## config.mk

```make
export PLATFORM = sky130hd
export DESIGN_NAME = step_profile_gen
export DESIGN_NICKNAME = d
export VERILOG_FILES = /design/src/rtl/step_profile_pkg.sv /design/src/rtl/step_tick_div.sv /design/src/rtl/step_seg_fifo.sv /design/src/rtl/step_motion_core.sv /design/src/rtl/step_profile_gen.sv
export SDC_FILE = /design/constraint.sdc
export NUM_CORES = 1
export LEC_CHECK = 0
export BUFFER_PORTS_ARGS = -buffer_cell sky130_fd_sc_hd__buf_2
export CAP_MARGIN = 30
export CORE_MARGIN = 5
export CORE_UTILIZATION = 55
export DETAILED_ROUTE_END_ITERATION = 8
export PLACE_DENSITY = 0.73
export SYNTH_ARGS = -nofsm -noshare
export SYNTH_HDL_FRONTEND = slang
export SYNTH_HIERARCHICAL = 1
export SYNTH_SLANG_ARGS = --single-unit
export TNS_END_PERCENT = 30
```

## constraint.sdc

```tcl
create_clock -name clk -period 6.1 [get_ports clk]
set_input_delay 0.61 -clock clk [delete_from_list [all_inputs] [get_ports clk]]
set_output_delay 0.61 -clock clk [all_outputs]
set_load 0.05 [all_outputs]
```

## src/rtl/step_profile_pkg.sv

```systemverilog
package step_profile_pkg;
   typedef enum logic [1:0] {
      SP_IDLE  = 2'd0,
      SP_FETCH = 2'd1,
      SP_MOVE  = 2'd2
   } sp_state_e;
endpackage

```

## src/rtl/step_tick_div.sv

```systemverilog
module step_tick_div #(
   parameter int DIV = 3
) (
   input  logic clk,
   input  logic rst_n,
   output logic tick_o
);
   localparam int CW = (DIV > 1) ? $clog2(DIV) : 1;

   generate
      if (DIV <= 1) begin : g_passthru
         assign tick_o = 1'b1;
      end else begin : g_count
         logic [CW-1:0] cnt_q;
         always_ff @(posedge clk) begin
            if (!rst_n) begin
               cnt_q <= '0;
            end else if (cnt_q == CW'(DIV - 1)) begin
               cnt_q <= '0;
            end else begin
               cnt_q <= cnt_q + 1'b1;
            end
         end
         assign tick_o = (cnt_q == CW'(DIV - 1));

         AST_TICK_SPACING: assert property (@(posedge clk) disable iff (!rst_n)
            tick_o |=> !tick_o) else $error("tick spacing");
      end
   endgenerate
endmodule

```

## src/rtl/step_seg_fifo.sv

```systemverilog
module step_seg_fifo #(
   parameter int WIDTH = 8,
   parameter int DEPTH = 4
) (
   input  logic             clk,
   input  logic             rst_n,
   input  logic             push_i,
   input  logic [WIDTH-1:0] data_i,
   input  logic             pop_i,
   output logic [WIDTH-1:0] head_o,
   output logic             empty_o
);
   localparam int AW = (DEPTH > 1) ? $clog2(DEPTH) : 1;
   localparam int NW = $clog2(DEPTH + 1);

   logic [WIDTH-1:0] mem_q [DEPTH];
   logic [AW-1:0]    wr_ptr_q, rd_ptr_q;
   logic [NW-1:0]    fill_q;
   logic             full, do_push, do_pop;

   assign full    = (fill_q == NW'(DEPTH));
   assign empty_o = (fill_q == '0);
   assign do_push = push_i && !full;
   assign do_pop  = pop_i && !empty_o;
   assign head_o  = mem_q[rd_ptr_q];

   function automatic logic [AW-1:0] bump(input logic [AW-1:0] p);
      return (p == AW'(DEPTH - 1)) ? '0 : p + 1'b1;
   endfunction

   always_ff @(posedge clk) begin
      if (do_push) begin
         mem_q[wr_ptr_q] <= data_i;
      end
   end

   always_ff @(posedge clk) begin
      if (!rst_n) begin
         wr_ptr_q <= '0;
         rd_ptr_q <= '0;
         fill_q   <= '0;
      end else begin
         if (do_push) wr_ptr_q <= bump(wr_ptr_q);
         if (do_pop)  rd_ptr_q <= bump(rd_ptr_q);
         case ({do_push, do_pop})
            2'b10:   fill_q <= fill_q + 1'b1;
            2'b01:   fill_q <= fill_q - 1'b1;
            default: fill_q <= fill_q;
         endcase
      end
   end

   AST_NO_OVERFLOW: assert property (@(posedge clk) disable iff (!rst_n)
      fill_q <= NW'(DEPTH)) else $error("fill above depth");
   AST_FULL_DROP: assert property (@(posedge clk) disable iff (!rst_n)
      (full && push_i && !pop_i) |=> $stable(wr_ptr_q)) else $error("write into full queue");
endmodule

```

## src/rtl/step_motion_core.sv

```systemverilog
module step_motion_core
   import step_profile_pkg::*;
#(
   parameter int RATE_FRAC  = 8,
   parameter int ACCEL_FRAC = 12,
   parameter int ANGLE_FRAC = 10,
   parameter int ACCEL_W    = 8,
   parameter int COUNT_W    = 8,
   parameter int MODE_PW    = 2
) (
   input  logic               clk,
   input  logic               rst_n,
   input  logic               tick_i,
   input  logic               run_i,
   input  logic               q_empty_i,
   input  logic [RATE_FRAC:0] hd_rate_i,
   input  logic [ACCEL_W-1:0] hd_accel_i,
   input  logic [COUNT_W-1:0] hd_count_i,
   input  logic [MODE_PW-1:0] hd_mode_i,
   output logic               pop_o,
   output logic               idle_o,
   output logic               step_o,
   output logic               sign_o,
   output logic [MODE_PW-1:0] mode_o
);
   localparam int RACC_W = ACCEL_FRAC + 2;
   localparam int SH_R   = ACCEL_FRAC - RATE_FRAC;
   localparam int SH_A   = ACCEL_FRAC - ANGLE_FRAC;
   localparam int SUM_W  = ANGLE_FRAC + 2;

   sp_state_e                 state_q;
   logic signed [RACC_W-1:0]  rate_q, accel_q, rate_ld, rate_shift;
   logic signed [SUM_W-1:0]   rate_al, sum;
   logic [ANGLE_FRAC-1:0]     angle_q;
   logic [COUNT_W-1:0]        target_q, taken_q, taken_nx;
   logic                      wrap_up, wrap_dn, step_q, sign_q;
   logic [MODE_PW-1:0]        mode_q;

   assign rate_ld    = RACC_W'($signed(hd_rate_i)) <<< SH_R;
   assign rate_shift = rate_q >>> SH_A;
   assign rate_al    = rate_shift[SUM_W-1:0];
   assign sum        = $signed({2'b00, angle_q}) + rate_al;
   assign wrap_dn    = sum[SUM_W-1];
   assign wrap_up    = !sum[SUM_W-1] && sum[ANGLE_FRAC];
   assign taken_nx   = taken_q + 1'b1;
   assign pop_o      = (state_q == SP_FETCH) && tick_i && !q_empty_i;
   assign idle_o     = (state_q == SP_IDLE);

   always_ff @(posedge clk) begin
      if (!rst_n) begin
         state_q  <= SP_IDLE;
         rate_q   <= '0;
         accel_q  <= '0;
         angle_q  <= '0;
         target_q <= '0;
         taken_q  <= '0;
         step_q   <= 1'b0;
         sign_q   <= 1'b0;
         mode_q   <= '0;
      end else begin
         step_q <= 1'b0;
         case (state_q)
            SP_IDLE: begin
               if (run_i && !q_empty_i) begin
                  state_q <= SP_FETCH;
                  angle_q <= '0;
               end
            end
            SP_FETCH: begin
               if (tick_i) begin
                  if (q_empty_i) begin
                     state_q <= SP_IDLE;
                  end else begin
                     rate_q   <= rate_ld;
                     accel_q  <= RACC_W'($signed(hd_accel_i));
                     target_q <= hd_count_i;
                     taken_q  <= '0;
                     mode_q   <= hd_mode_i;
                     state_q  <= (hd_count_i == '0) ? SP_FETCH : SP_MOVE;
                  end
               end
            end
            SP_MOVE: begin
               if (tick_i) begin
                  angle_q <= sum[ANGLE_FRAC-1:0];
                  rate_q  <= rate_q + accel_q;
                  if (wrap_up || wrap_dn) begin
                     step_q  <= 1'b1;
                     sign_q  <= wrap_dn;
                     taken_q <= taken_nx;
                     if (taken_nx == target_q) state_q <= SP_FETCH;
                  end
               end
            end
            default: state_q <= SP_IDLE;
         endcase
      end
   end

   assign step_o = step_q;
   assign sign_o = sign_q;
   assign mode_o = mode_q;

   AST_RATE_RANGE: assert property (@(posedge clk) disable iff (!rst_n)
      (state_q == SP_MOVE) |-> (rate_q[RACC_W-1] == rate_q[RACC_W-2])) else $error("rate out of range");
   AST_DIR_MATCH: assert property (@(posedge clk) disable iff (!rst_n)
      step_q |-> (sign_q ? (angle_q > $past(angle_q)) : (angle_q < $past(angle_q)))) else $error("dir vs wrap");
   AST_STEP_BOUND: assert property (@(posedge clk) disable iff (!rst_n)
      (state_q == SP_MOVE) |-> (taken_q < target_q)) else $error("step count overrun");
   AST_ZERO_SKIP: assert property (@(posedge clk) disable iff (!rst_n)
      (pop_o && hd_count_i == '0) |=> !step_q) else $error("step on empty segment");
   AST_RUN_IGNORED: assert property (@(posedge clk) disable iff (!rst_n)
      (state_q != SP_IDLE && run_i && !tick_i) |=> $stable(angle_q)) else $error("run restarted");
   AST_IDLE_QUIET: assert property (@(posedge clk) disable iff (!rst_n)
      (state_q == SP_IDLE) |=> !step_q) else $error("step while idle");
endmodule

```

## src/rtl/step_profile_gen.sv

```systemverilog
module step_profile_gen #(
   parameter int CLK_HZ     = 125_000_000,
   parameter int TICK_HZ    = 1_000_000,
   parameter bit USE_COUNT  = 1'b1,
   parameter int TICK_COUNT = 3,
   parameter int RATE_FRAC  = 8,
   parameter int ACCEL_FRAC = 12,
   parameter int ANGLE_FRAC = 10,
   parameter int ACCEL_W    = 8,
   parameter int COUNT_W    = 8,
   parameter int MODE_W     = 2,
   parameter int DEPTH      = 4,
   parameter bit HAS_DIR    = 1'b1,
   parameter bit HAS_FAULT  = 1'b1
) (
   input  logic                                clk,
   input  logic                                rst_n,
   input  logic                                wr_en_i,
   input  logic [RATE_FRAC:0]                  wr_rate_i,
   input  logic [ACCEL_W-1:0]                  wr_accel_i,
   input  logic [COUNT_W-1:0]                  wr_count_i,
   input  logic [((MODE_W > 0) ? MODE_W : 1)-1:0] wr_mode_i,
   input  logic                                run_i,
   output logic                                done_o,
   output logic                                step_o,
   output logic                                dir_o,
   output logic [((MODE_W > 0) ? MODE_W : 1)-1:0] mode_o,
   input  logic                                drv_fault_i,
   output logic                                fault_o
);
   localparam int DIV     = USE_COUNT ? TICK_COUNT : (CLK_HZ / TICK_HZ);
   localparam int MODE_PW = (MODE_W > 0) ? MODE_W : 1;
   localparam int RATE_W  = RATE_FRAC + 1;
   localparam int REC_W   = MODE_PW + COUNT_W + ACCEL_W + RATE_W;

   generate
      if (RATE_FRAC >= ACCEL_FRAC) begin : g_bad_res
         $error("RATE_FRAC must be below ACCEL_FRAC");
      end
      if (ANGLE_FRAC < RATE_FRAC || ANGLE_FRAC > ACCEL_FRAC) begin : g_bad_angle
         $error("ANGLE_FRAC must lie between RATE_FRAC and ACCEL_FRAC");
      end
      if (DEPTH < 1 || DIV < 1 || COUNT_W < 1) begin : g_bad_size
         $error("DEPTH, divider and COUNT_W must be positive");
      end
   endgenerate

   logic                tick, pop, q_empty, idle, sign;
   logic [REC_W-1:0]    rec_in, head;
   logic [MODE_PW-1:0]  wr_mode_m, core_mode;

   assign wr_mode_m = (MODE_W > 0) ? wr_mode_i : '0;
   assign rec_in    = {wr_mode_m, wr_count_i, wr_accel_i, wr_rate_i};

   step_tick_div #(.DIV(DIV)) u_div (
      .clk    (clk),
      .rst_n  (rst_n),
      .tick_o (tick)
   );

   step_seg_fifo #(.WIDTH(REC_W), .DEPTH(DEPTH)) u_fifo (
      .clk     (clk),
      .rst_n   (rst_n),
      .push_i  (wr_en_i),
      .data_i  (rec_in),
      .pop_i   (pop),
      .head_o  (head),
      .empty_o (q_empty)
   );

   step_motion_core #(
      .RATE_FRAC  (RATE_FRAC),
      .ACCEL_FRAC (ACCEL_FRAC),
      .ANGLE_FRAC (ANGLE_FRAC),
      .ACCEL_W    (ACCEL_W),
      .COUNT_W    (COUNT_W),
      .MODE_PW    (MODE_PW)
   ) u_core (
      .clk        (clk),
      .rst_n      (rst_n),
      .tick_i     (tick),
      .run_i      (run_i),
      .q_empty_i  (q_empty),
      .hd_rate_i  (head[RATE_W-1:0]),
      .hd_accel_i (head[RATE_W +: ACCEL_W]),
      .hd_count_i (head[RATE_W+ACCEL_W +: COUNT_W]),
      .hd_mode_i  (head[REC_W-1 -: MODE_PW]),
      .pop_o      (pop),
      .idle_o     (idle),
      .step_o     (step_o),
      .sign_o     (sign),
      .mode_o     (core_mode)
   );

   assign done_o = idle && q_empty;

   generate
      if (HAS_DIR) begin : g_dir
         assign dir_o = sign;
      end else begin : g_nodir
         assign dir_o = 1'b0;
      end

      if (MODE_W > 0) begin : g_mode
         assign mode_o = core_mode;
      end else begin : g_nomode
         assign mode_o = '0;
      end

      if (HAS_FAULT) begin : g_fault
         logic fault_q;
         always_ff @(posedge clk) begin
            if (!rst_n) fault_q <= 1'b0;
            else        fault_q <= drv_fault_i;
         end
         assign fault_o = fault_q;
         AST_FAULT_FOLLOW: assert property (@(posedge clk) disable iff (!rst_n)
            $past(rst_n) |-> (fault_o == $past(drv_fault_i))) else $error("fault copy");
      end else begin : g_nofault
         assign fault_o = 1'b0;
      end

      if (DIV > 1) begin : g_pulse
         AST_STEP_PULSE: assert property (@(posedge clk) disable iff (!rst_n)
            step_o |=> !step_o) else $error("step wider than one clock");
      end
   endgenerate

   AST_DONE_QUIET: assert property (@(posedge clk) disable iff (!rst_n)
      (done_o && !run_i) |=> !step_o) else $error("step after done");
endmodule

```

After elaboration in Yosys (flattened, before gate mapping)
Memories as Yosys holds them, arrays and structs flattened. A register that Yosys moved wholly into a read port is not among the register bits.
Index checks and enable logic that the tools add are counted.
{ "totals": {"register_bits": 64, "ramBits": 108, "inputBits": 32, "mem_count": 1} }
{ "op_classes": {"add_sub_neg": 8, "n_eq_ne": 15, "mux": 28, "bitwise": 2, "reduce_logical": 25} }
{ "mem_list": {"columns": ["memory", "depth", "word_bits", "read_ports", "rd_ports_with_merged_regs", "write_ports", "line", "source"], "rows": [
  ["u_fifo.mem_q", 4, 27, 1, 1, 1, "step_seg_fifo.sv:16", "logic [WIDTH-1:0] mem_q [DEPTH];"]
]} }
{ "ops": {"columns": ["operator", "count"], "rows": [
  ["$mux W14", 3],
  ["$mux W8", 4],
  ["$pmux W14 S2", 1],
  ["$mux W2", 11],
  ["$mux W10", 2],
  ["$pmux W10 S2", 1],
  ["$pmux W8 S2", 1],
  ["$add A14 B8 Y14", 1],
  ["$add A11 B12 Y12", 1],
  ["$reduce_and A3 Y1", 4],
  ["$eq A2 B2 Y1 const B", 5],
  ["$ne A2 B1 Y1 const B", 5],
  ["$reduce_and A5 Y1", 2],
  ["$add A8 B1 Y8 const B", 1],
  ["$eq A8 B8 Y1", 1],
  ["$logic_not A8 Y1", 1],
  ["$logic_and A1 B1 Y1", 7],
  ["$add A2 B1 Y2 const B", 3],
  ["$pmux W2 S3", 1],
  ["$pmux W3 S2", 1],
  ["$reduce_bool A2 Y1", 3],
  ["$eq A2 B1 Y1 const B", 2],
  ["$reduce_and A4 Y1", 1],
  ["$add A3 B1 Y3 const B", 1],
  ["10 further kinds", 15]
]} }

Logic depth before layout (Yosys ltp)
{ "logic_depth": {"ltp_word": 7, "mapped_depth": 13, "ltp_nobuf": 12} }

Cells and area by module
Netlist, hierarchy kept.
{ "by_module_without_submodules": {"columns": ["mod", "n_inst", "cells_each", "area_each_um2", "seq_area_each_um2"], "rows": [
  ["step_seg_fifo", 1, 196, 4390.5, 3423.3],
  ["step_motion_core", 1, 442, 3709.8, 1081.0],
  ["step_tick_div", 1, 6, 81.3, 40.0],
  ["step_profile_gen", 1, 3, 32.5, 20.0]
]} }

Worst setup path after synthesis
OpenSTA, ideal clock, no wires.
{ "synth_timing": {"path_kind": "register -> register", "startpoint": "reg u_fifo.fill_q[0]", "endpoint": "reg u_fifo.fill_q[2]", "setup_time_ps": 76, "arrival_time_ps": 2820, "slack_ps": 3205, "stages_incl_launch_ff": 14, "n_path_buf": 1, "period_less_slack_ps": 2895, "cell_sequence": "dfxtp_1 nor3_1 nor3b_2 nand2_2 inv_2 clkbuf_1 o31ai_1 inv_1 ha_1 inv_1 fa_1 xor2_1 or3_2 a21boi_0"} }
{ "synth_via": {"elab_chain_len": 6, "elab_cells_between_ends": 13, "cone_classes": "add/sub: 2; eq/ne: 3; mux: 1; reduce/logical: 7"} }
{ "synth_lines": {"columns": ["item", "line", "source"], "rows": [
  ["from (decl)", "step_seg_fifo.sv:18", "logic [NW-1:0] fill_q;"],
  ["from (signal assigned)", "step_seg_fifo.sv:46", "2'b10: fill_q <= fill_q + 1'b1;"],
  ["from (signal assigned)", "step_seg_fifo.sv:47", "2'b01: fill_q <= fill_q - 1'b1;"],
  ["from (signal assigned)", "step_seg_fifo.sv:48", "default: fill_q <= fill_q;"],
  ["$logic_not A3 Y1 (*)", "step_seg_fifo.sv:22", "assign empty_o = (fill_q == '0);"],
  ["net q_empty", "step_profile_gen.sv:48", "logic tick, pop, q_empty, idle, sign;"],
  ["$logic_not A1 Y1 (*)", "step_motion_core.sv:46", "assign pop_o = (state_q == SP_FETCH) && tick_i && !q_empty_i;"],
  ["$logic_and A1 B1 Y1 (*)", "step_motion_core.sv:46", null],
  ["net pop", "step_profile_gen.sv:48", null],
  ["$logic_and A1 B1 Y1 (*)", "step_seg_fifo.sv:24", "assign do_pop = pop_i && !empty_o;"],
  ["net u_fifo.do_pop", "step_seg_fifo.sv:19", "logic full, do_push, do_pop;"],
  ["$eq A2 B1 Y1 or $eq A2 B2 Y1 (tied branches)", "step_seg_fifo.sv:45", "case ({do_push, do_pop})"],
  ["$pmux W3 S2 or $reduce_bool A2 Y1 (tied branches)", null, null]
]} }
The timed path passes the listed nets; every way through them passes the cells marked *.
A chain may end at the register's enable or synchronous reset.

Worst setup path in the final report
{ "layout_timing": {"startpoint": "reg u_div.g_count.cnt_q[0]", "endpoint": "reg u_fifo.fill_q[2]"} }
{ "layout_via": {"elab_chain_len": 6, "elab_cells_between_ends": 8, "cone_classes": "eq/ne: 3; mux: 1; reduce/logical: 4"} }
{ "layout_lines": {"columns": ["item", "line", "source"], "rows": [
  ["from (decl)", "step_tick_div.sv:14", "logic [CW-1:0] cnt_q;"],
  ["from (signal assigned)", "step_tick_div.sv:21", "cnt_q <= cnt_q + 1'b1;"],
  ["$eq A2 B2 Y1 (*)", "step_tick_div.sv:24", "assign tick_o = (cnt_q == CW'(DIV - 1));"],
  ["net tick", "step_profile_gen.sv:48", null],
  ["$logic_and A1 B1 Y1 (*) (2 in a row)", "step_motion_core.sv:46", null],
  ["net pop", "step_profile_gen.sv:48", null],
  ["$logic_and A1 B1 Y1 (*)", "step_seg_fifo.sv:24", null],
  ["net u_fifo.do_pop", "step_seg_fifo.sv:19", null],
  ["$eq A2 B1 Y1 or $eq A2 B2 Y1 (tied branches)", "step_seg_fifo.sv:45", null],
  ["$pmux W3 S2 or $reduce_bool A2 Y1 (tied branches)", null, null]
]} }
Marks and branches as above.

==> impl_metrics.env <==
export IMPL_outcome="finished clean"
export IMPL_fin_nets=747
export IMPL_synthArstFlopShare_pct=0
export IMPL_std_cell_rows=44
export IMPL_drv_slew=0
export IMPL_synth_edff_count=108
export IMPL_worstSetupPathType="register to register"
export IMPL_grt_pass1_wl_um=27500
export IMPL_io_pins=38
export IMPL_num_vias=5253
export IMPL_post_cts_setup_buffers=0
export IMPL_synth_fp_nets=713
export IMPL_yosys_warnings=6
export IMPL_syn2layout_area_growth_pct=11.1
export IMPL_cts_tree="built"
export IMPL_insertion_delay_ns=0.43
export IMPL_firstDrtPassIters=5
export IMPL_die_area_sq_mm=0.0175
export IMPL_track_usage_pct=19.6
export IMPL_post_cts_resized=0
export IMPL_synth_avg_cell_area_sq_um=12.7
export IMPL_synthCells=647
export IMPL_slew_headroom_pct=50.2
export IMPL_initial_utilization_pct=56.3
export IMPL_wl_per_cell_um=18.8
export IMPL_seqPwrFrac_pct=51.8
export IMPL_crit_arrival_ns=4.03
export IMPL_ant_nets=0
export IMPL_place_gp_congestion=0.896
export IMPL_via_per_inst=5.98
export IMPL_timing_final_crit_share_pct=60.3
export IMPL_cts_sinks=174
export IMPL_fillCellCount=1083
export IMPL_grt_ovfl_total=0
export IMPL_p_sw_uw=599
export IMPL_cap_violations=0
export IMPL_p_clk_share_pct=42.9
export IMPL_grt_max_degree=73
export IMPL_sw_frac_of_total_pct=23.8
export IMPL_rsz0062_at_grt="no"
export IMPL_die_h_um=132
export IMPL_grt_pass1_vias=5302
export IMPL_post_dp_hpwl_um=10900
export IMPL_worst_pin_slew_ns=0.747
export IMPL_mostFrequentLayoutCell="edfxtp_1"
export IMPL_end_kind="register"
export IMPL_internal_power_uw=1920
export IMPL_comb_power_share_pct=5.3
export IMPL_yosysUniqueCellTypes=78
export IMPL_setup_viol=0
export IMPL_portBuffers=37
export IMPL_synth_seq_area_share_pct=55.6
export IMPL_drc=0
export IMPL_cellPowerDensity_mw_per_mm2=276
export IMPL_wirelength_um=16500
export IMPL_core_sq_mm=0.0146
export IMPL_cts_buffers_inserted=17
export IMPL_worst_ep_required_time_ns=6.45
export IMPL_max_freq_mhz=272
export IMPL_skew_ns=0.0146
export IMPL_path_clk_slew_ns=0.07
export IMPL_hold_violations=0
export IMPL_root_buffer="clkbuf_16"
export IMPL_place_inst=846
export IMPL_synth_ff_type="edfxtp_1"
export IMPL_tns_ns=0
export IMPL_antenna_cells=0
export IMPL_cp_start_kind="register"
export IMPL_p_leak_uw=0.00328
export IMPL_drive_gt1_share_pct=20.3
export IMPL_final_cell_mix="edfxtp_1 (108), nand2_1 (76), dfxtp_1 (65)"
export IMPL_htreeDepth=4
export IMPL_first_iter_violations=486
export IMPL_final_cells=878
export IMPL_clk_path_buf_depth=2
export IMPL_period_needed_ns=3.68
export IMPL_hold_class="input pin to register"
export IMPL_ir_worst_vdd_v=0.000373
export IMPL_ys_ff_latch=174
export IMPL_antenna_found_initial=0
export IMPL_die_width_um=132
export IMPL_syn_cell_area_sq_mm=0.00821
export IMPL_hold_buffers=0
export IMPL_path_max_fanout=28
-- cell type report --
class                      instances  area [sq um]  share of cell area [%]
clock inverter                    13           153                    1.67
clock buffer                      19           433                    4.74
sequential                       174          4570                    50.0
timing repair buffer              41           228                    2.50
multi-input combinational        426          3440                    37.7
tap                              184           230                    2.52
inverter                          21          78.8                   0.864
-- cells by family (layout without fill, tap and decap cells) --
group / after synthesis / in the layout / share of synthesized area [%]
AO/OA/AOI/OAI: 136 / 136 / 12.4
adder cells (fa/ha/maj): 34 / 34 / 5.45
flip-flops: 174 / 174 / 55.6
buffers and inverters: 47 / 94 / 2.57
multiplexers: 30 / 30 / 7.77
XOR/XNOR: 31 / 31 / 3.31
AND/OR/NAND/NOR: 195 / 195 / 12.9
-- registers in the layout, indices dropped and copies added, names as in the netlist, 3 cells and up, named ones only --
name / cells
u_core/accel_q: 8
u_core/angle_q: 10
u_core/rate_q: 14
u_core/taken_q: 8
u_core/target_q: 8
u_fifo/fill_q: 3
u_fifo/mem_q: 108
-- routing by layer --
layer	up-vias	track usage, %	wire length [um]
li1	2497	-	-
met1	2582	26.8	7350
met2	152	31.4	7970
met3	22	4.08	957
met4	0	6.50	261
met5	-	0	0
-- through the flow --
stage	util, %	cell area, sq um	setup WS [ns]	hold WS (ns)	total power [uW]
global placement	58.4	8520	2.69	0.423	1460
floorplan	-	8210	3.20	0.413	1420
finish	62.6	9130	2.42	0.375	2520
global route	62.6	9130	2.12	0.381	2610
CTS	62.6	9130	2.41	0.365	2540
detailed placement	58.5	8540	2.46	0.423	1470
-- power groups by stage --
stage / logic, uW / clock network (uW) / registers (uW)
6_report: 134 / 1080 / 1310
4_1_cts: 136 / 1100 / 1310
3_5_place_dp: 135 / 0 / 1330
3_3_place_gp: 128 / 0 / 1330
2_1_floorplan: 89.5 / 0 / 1330
5_1_grt: 148 / 1150 / 1310
-- synth_stat cells, types with 4 or more instances --
master / n / area [sq um]
clkbuf_1: 14 / 52.6
o211ai_1: 5 / 37.5
a21o_1: 8 / 60.1
o21ai_0: 20 / 100
and2_1: 7 / 43.8
dfxtp_1: 66 / 1320
nand4_1: 7 / 43.8
nand3b_1: 4 / 30.0
nand2b_1: 6 / 37.5
a22oi_1: 11 / 82.6
o221ai_2: 6 / 90.1
nor2b_1: 14 / 87.6
inv_1: 19 / 71.3
nand3_1: 26 / 130
or3_1: 4 / 25.0
xor2_1: 11 / 96.3
nor2_1: 14 / 52.6
xnor2_1: 20 / 175
and3_2: 4 / 30.0
a21boi_0: 25 / 188
nand2_1: 76 / 285
mux4_2: 27 / 608
a21oi_1: 22 / 110
ha_1: 31 / 388
edfxtp_1: 108 / 3240
buf_2: 6 / 30.0
-- worst max-delay path, stage by stage, from the launching register on --
cell and delay [ns]:
dfxtp_1 0.32, inv_1 0.06, ha_1 0.49, nand2_2 0.49, inv_2 0.51, o31ai_1 0.23
inv_1 0.10, ha_1 0.18, inv_1 0.06, fa_1 0.39, xor2_1 0.18, or3_2 0.41
a21boi_0 0.17
-- worst paths after layout --
check,start,endpoint,slack (ns),depth (start not counted)
setup / recovery,u_div/g_count.cnt_q[0],u_fifo/fill_q[2],2.42,12
hold / removal,drv_fault_i,fault_o,0.37,2
setup reg to reg,u_div/g_count.cnt_q[0],u_fifo/fill_q[2],2.42,12
hold reg to reg,u_div/g_count.cnt_q[0],u_div/g_count.cnt_q[0],0.44,1
No activity file was read; power rests on OpenSTA's default activity.
